===== src/rtl/frame_align_pkg.sv =====
package frame_align_pkg;
  // Strobes passed from the alignment control to the output counters.
  typedef struct packed {
    logic realign;   // restart both output counters at top of frame
  } ctl_strobe_t;
endpackage


===== src/rtl/frame_ref_track.sv =====
module frame_ref_track #(
  parameter int LINE_W  = 11,
  parameter int RATIO_W = 11
) (
  input  logic               clk,
  input  logic               rstN,
  input  logic               hStrobe,
  input  logic               refFrameStart,
  input  logic [LINE_W-1:0]  cfgRefLines,
  input  logic [LINE_W-1:0]  cfgLineOffset,
  input  logic [RATIO_W-1:0] cfgFrameRatio,
  output logic               alignPoint,
  output logic               cfgInvalid
);
  localparam logic [LINE_W-1:0] LINE_ONE = LINE_W'(1);

  logic [LINE_W-1:0]  refLine;
  logic [LINE_W-1:0]  effOffset;
  logic [RATIO_W-1:0] ratioIdx;
  logic [RATIO_W:0]   ratioNext;
  logic               lineWrap;
  logic               ratioWrap;

  always_comb begin
    cfgInvalid = (cfgLineOffset == '0) || (cfgLineOffset > cfgRefLines);
    effOffset  = cfgInvalid ? cfgRefLines : cfgLineOffset;
    lineWrap   = refLine >= cfgRefLines;
    ratioNext  = {1'b0, ratioIdx} + (RATIO_W+1)'(1);
    ratioWrap  = ratioNext >= {1'b0, cfgFrameRatio};
    alignPoint = hStrobe && !refFrameStart && (refLine == effOffset) && (ratioIdx == '0);
  end

  always_ff @(posedge clk or negedge rstN) begin
    if (!rstN) begin
      refLine  <= LINE_ONE;
      ratioIdx <= '0;
    end else if (refFrameStart) begin
      refLine <= LINE_ONE;
    end else if (hStrobe) begin
      if (lineWrap) begin
        refLine  <= LINE_ONE;
        ratioIdx <= ratioWrap ? '0 : ratioNext[RATIO_W-1:0];
      end else begin
        refLine <= refLine + LINE_ONE;
      end
    end
  end
endmodule


===== src/rtl/frame_align_ctl.sv =====
module frame_align_ctl
  import frame_align_pkg::*;
(
  input  logic        clk,
  input  logic        rstN,
  input  logic        alignEn,
  input  logic        initReq,
  input  logic        alignPoint,
  output ctl_strobe_t strobes,
  output logic        armed
);
  logic initPrev;
  logic initRise;

  assign initRise        = initReq && !initPrev;
  assign strobes.realign = armed && alignEn && alignPoint;

  always_ff @(posedge clk or negedge rstN) begin
    if (!rstN) begin
      initPrev <= 1'b0;
      armed    <= 1'b0;
    end else begin
      initPrev <= initReq;
      armed    <= armed ? alignEn : (alignEn && initRise);
    end
  end
endmodule


===== src/rtl/frame_out_count.sv =====
module frame_out_count
  import frame_align_pkg::*;
#(
  parameter int PIX_W  = 12,
  parameter int LINE_W = 11
) (
  input  logic              clk,
  input  logic              rstN,
  input  ctl_strobe_t       strobes,
  input  logic [PIX_W-1:0]  cfgPixPerLine,
  input  logic [LINE_W-1:0] cfgLinesPerFrame,
  output logic              framePulse
);
  logic [PIX_W-1:0]  pixCnt;
  logic [LINE_W-1:0] lineCnt;
  logic [PIX_W:0]    pixNext;
  logic [LINE_W:0]   lineNext;
  logic              pixLast;
  logic              lineLast;

  always_comb begin
    pixNext    = {1'b0, pixCnt} + (PIX_W+1)'(1);
    lineNext   = {1'b0, lineCnt} + (LINE_W+1)'(1);
    pixLast    = pixNext >= {1'b0, cfgPixPerLine};
    lineLast   = lineNext >= {1'b0, cfgLinesPerFrame};
    framePulse = lineCnt == '0;
  end

  always_ff @(posedge clk or negedge rstN) begin
    if (!rstN) begin
      pixCnt  <= '0;
      lineCnt <= '0;
    end else if (strobes.realign) begin
      pixCnt  <= '0;
      lineCnt <= '0;
    end else if (pixLast) begin
      pixCnt  <= '0;
      lineCnt <= lineLast ? '0 : lineNext[LINE_W-1:0];
    end else begin
      pixCnt <= pixNext[PIX_W-1:0];
    end
  end
endmodule


===== src/rtl/frame_align_gen.sv =====
module frame_align_gen
  import frame_align_pkg::*;
#(
  parameter int PIX_W   = 12,
  parameter int LINE_W  = 11,
  parameter int RATIO_W = 11
) (
  input  logic               clk,
  input  logic               rstN,
  input  logic               hStrobe,
  input  logic               refFrameStart,
  input  logic [PIX_W-1:0]   cfgPixPerLine,
  input  logic [LINE_W-1:0]  cfgLinesPerFrame,
  input  logic [LINE_W-1:0]  cfgRefLines,
  input  logic [LINE_W-1:0]  cfgLineOffset,
  input  logic [RATIO_W-1:0] cfgFrameRatio,
  input  logic               alignEn,
  input  logic               initReq,
  output logic               framePulse,
  output logic               cfgInvalid
);
  ctl_strobe_t strobes;
  logic        alignPoint;
  logic        armedSt;

  frame_ref_track #(.LINE_W(LINE_W), .RATIO_W(RATIO_W)) u_ref (
    .clk(clk), .rstN(rstN), .hStrobe(hStrobe), .refFrameStart(refFrameStart),
    .cfgRefLines(cfgRefLines), .cfgLineOffset(cfgLineOffset),
    .cfgFrameRatio(cfgFrameRatio), .alignPoint(alignPoint), .cfgInvalid(cfgInvalid)
  );

  frame_align_ctl u_ctl (
    .clk(clk), .rstN(rstN), .alignEn(alignEn), .initReq(initReq),
    .alignPoint(alignPoint), .strobes(strobes), .armed(armedSt)
  );

  frame_out_count #(.PIX_W(PIX_W), .LINE_W(LINE_W)) u_out (
    .clk(clk), .rstN(rstN), .strobes(strobes), .cfgPixPerLine(cfgPixPerLine),
    .cfgLinesPerFrame(cfgLinesPerFrame), .framePulse(framePulse)
  );
endmodule


===== config.mk =====
export PLATFORM = sky130hd
export DESIGN_NAME = frame_align_gen
export DESIGN_NICKNAME = d
export VERILOG_FILES = /design/src/rtl/frame_align_pkg.sv /design/src/rtl/frame_ref_track.sv /design/src/rtl/frame_align_ctl.sv /design/src/rtl/frame_out_count.sv /design/src/rtl/frame_align_gen.sv
export SDC_FILE = /design/constraint.sdc
export NUM_CORES = 1
export LEC_CHECK = 0
export ABC_AREA = 0
export CORE_MARGIN = 1
export CORE_UTILIZATION = 31
export CTS_BUF_LIST = sky130_fd_sc_hd__clkbuf_16
export DETAILED_ROUTE_END_ITERATION = 12
export GPL_TIMING_DRIVEN = 0
export MAX_ROUTING_LAYER = met4
export PLACE_DENSITY = 0.49
export SLEW_MARGIN = 20
export SYNTH_ARGS = -nofsm -noshare
export SYNTH_HDL_FRONTEND = slang
export SYNTH_SLANG_ARGS = --single-unit

===== constraint.sdc =====
create_clock -name clk -period 6.97 [get_ports clk]
set_input_delay 1.0455 -clock clk [delete_from_list [all_inputs] [get_ports clk]]
set_output_delay 1.0455 -clock clk [all_outputs]
set_load 0.03 [all_outputs]

==> metrics.cfg <==
[outcome]
outcome = finished, final reports clean

[detailed_routing]
vias = 4137
via_per_inst = 5.09
drtPass1Iterations = 4
drc_errors = 0
wl_per_cell_um = 14.4
ant_nets = 0
dr.first_iter.drc_count = 277
drt-total-wl_mm = 11.7

[setup_path]
cpLargestDelayFamily = buffers and inverters
critical_path_buf_inv_count = 4
critPathKind = in2out
required_ns = 5.92
startpoint_type = input pin
crit_path_end_kind = output port
path_cells = clkdlybuf4s50_1 -> inv_1 -> ha_1 -> nand3_1 -> nor4_2 -> a21oi_1 -> a21oi_4 -> inv_1 -> clkdlybuf4s50_1
cpPeakStageDelay_ns = 0.59
cpMaxStageDelayCell = clkdlybuf4s50_1
arrival_ns = 3.84
cp_max_fo = 6

[global_route]
grt_max_degree = 48
grt_pass1_vias = 4174
grt-ovfl-total = 0
grt_pass1_wl_mm = 20.0
antenna_found_initial = 0
grt_usage_pct = 17.1

[placement]
gp_congestion = 0.851
dpl_cell_area_mm2 = 0.00539
dp_hpwl_mm = 9.20
dp_slack_ns = 2.09
portBuffers = 63

[sta]
finalSetupTns_ns = 0
period_minus_slack_ns = 4.89
fin_hold_ws_ns = 0.499
worst_slack_ns = 2.08
fin_skew_ns = 0.00444
fmax_mhz = 205
worstMarginPinSlew_ns = 0.647
post-route-period-util_pct = 70.1
rsz0062_at_grt = false
drv_slew = 0
finalSetupViolCount = 0
hold_viol_final = 0
relSlewSlack_pct = 56.9

[flow_run]
max_cap_violations = 0

[floorplan]
dieArea_mm2 = 0.0151
die_x_um = 123
num_rows = 43
start_util_pct = 32.2
core_area_mm2 = 0.0141
die_h_um = 123
io-pin-count = 64

[layout]
antenna_cells = 0
design_area_mm2 = 0.00558
nets = 756
layout-drive-gt1-share_pct = 4.74
area_delta_synth_final_pct = 23.2

[cts]
postCtsSetupBuffers = 0
tritoncts = done
cts.sinks = 47
clock_path_buffers = 2
cts_resized = 0
htreeDepth = 2
numCtsBuffers = 5
root_buffer = clkbuf_16
clkTransAtPathRegs_ns = 0.07
cts_hold_buffers = 0
insertion_delay_ns = 0.29

[hold_path]
hp-class = reg2reg

[logic_synthesis]
syn_nets = 686
synth_common_cells = ha_1, inv_1, nand2_1
ys_seq_area_share_pct = 26.0
ys.flop_type = dfrtp_1
synth.distinct_cells = 58
syn_area_mm2 = 0.00453
ys_ff_latch = 47
yosys-top-cells-area = dfrtp_1, ha_1, xnor2_1
syn_avg_cell_area_um2 = 8.07
synthArstFlopShare_pct = 100
yosys.area.top_type = dfrtp_1
yosys.area.top_type_share_pct = 25.4
ys.warnings.count = 0
postSynthCellCount = 562
synth_edf_count = 0

[pwr]
peakVddDrop_mv = 0.137
power_leakage_nw = 2.57
cellPowerDensity_mw_per_mm2 = 175

==> cells in the final DEF, fill, tap and decap left out, types with 3 or more instances in the layout <==
cell type,instances
or2_2,3
nand2_1,52
a21o_1,8
inv_1,62
a22oi_1,3
ha_1,62
mux2i_1,4
a21oi_1,28
xor2_1,12
o21a_1,6
a211oi_1,4
o2111ai_1,5
a31oi_1,15
nand3b_1,3
nor4_1,7
xnor2_1,29
o21ai_0,24
a21oi_2,4
and3_1,7
nand3_1,41
clkbuf_16,5
dfrtp_1,46
nand4_1,5
nor2_1,40
clkdlybuf4s50_1,62
nand2b_1,17
or4_1,4
and4_1,3
o31ai_1,3
clkbuf_1,19
nor3_1,7
nor2b_1,3
==> routing by layer <==
layer	track usage, %	share of wire, %
met1	21.8	48
met2	28.9	48
met5	-	0
met3	2.03	2.9
met4	4.19	1.3
==> cells by family after synthesis <==
group	count (synthesis)	share of synthesized area, %
xor+xnor	41	7.92
mux	5	1.13
buf+inv	84	7.31
compound gates	118	17.6
fa+ha+maj	62	17.1
simple gates	205	22.9
flops	47	26.0
==> cell type report <==
class / count / area [um2]
repair buffers: 63 / 628
multi-input cells: 431 / 3020
fillers: 1461 / 8510
plain buffers: 22 / 98.8
well taps: 180 / 225
inverters: 62 / 233
clock inverters: 3 / 71.3
clock buffers: 5 / 125
flip-flops and latches: 47 / 1180
==> per-stage QoR <==
step	total power [mW]	utilization [%]	std cells
detailed placement	0.660	38.2	805
global placement	0.653	38.2	805
floorplan	0.550	-	562
finish	0.977	39.6	813
CTS	0.990	39.6	813
global route	1.05	39.6	813
==> worst paths after layout <==
check	start	end	slack [ns]	cells past startpoint
worst max-delay path	cfgRefLines[6]	cfgInvalid	2.08	9
worst min-delay path	u_ctl.armed	u_ctl.armed	0.50	1
worst max register to register	u_out.lineCnt[4]	u_out.lineCnt[6]	3.37	14
worst min register to register	u_ctl.armed	u_ctl.armed	0.50	1
max in group asynchronous	rstN	u_ref.ratioIdx[2]	5.76	1
min in group asynchronous	rstN	u_out.pixCnt[10]	0.79	1
==> flip-flops by register name, summed over array words and instances (netlist names) <==
name / cells
u_ctl.armed: 1
u_ctl.initPrev: 1
u_out.lineCnt: 11
u_out.pixCnt: 12
u_ref.ratioIdx: 11
u_ref.refLine: 11
==> where the power goes <==
group          total (mW)  leakage [nW]  internal (mW)  switching [mW]
clock network       0.325        0.0959          0.208           0.117
registers           0.340         0.610          0.306          0.0336
logic               0.312          1.86          0.148           0.164
==> worst reg2reg max path: stages, from the launching register on <==
cell	delay (ns)
dfrtp_1	0.32
clkbuf_1	0.27
and3_1	0.21
nand3_1	0.15
xnor2_1	0.18
ha_1	0.32
a21o_1	0.16
a21oi_1	0.13
o21ai_0	0.11
o2111ai_1	0.22
a41oi_1	0.23
a31oi_1	0.46
clkbuf_1	0.42
nand3_1	0.13
a31oi_1	0.19
(Power assumes the default switching activity.)
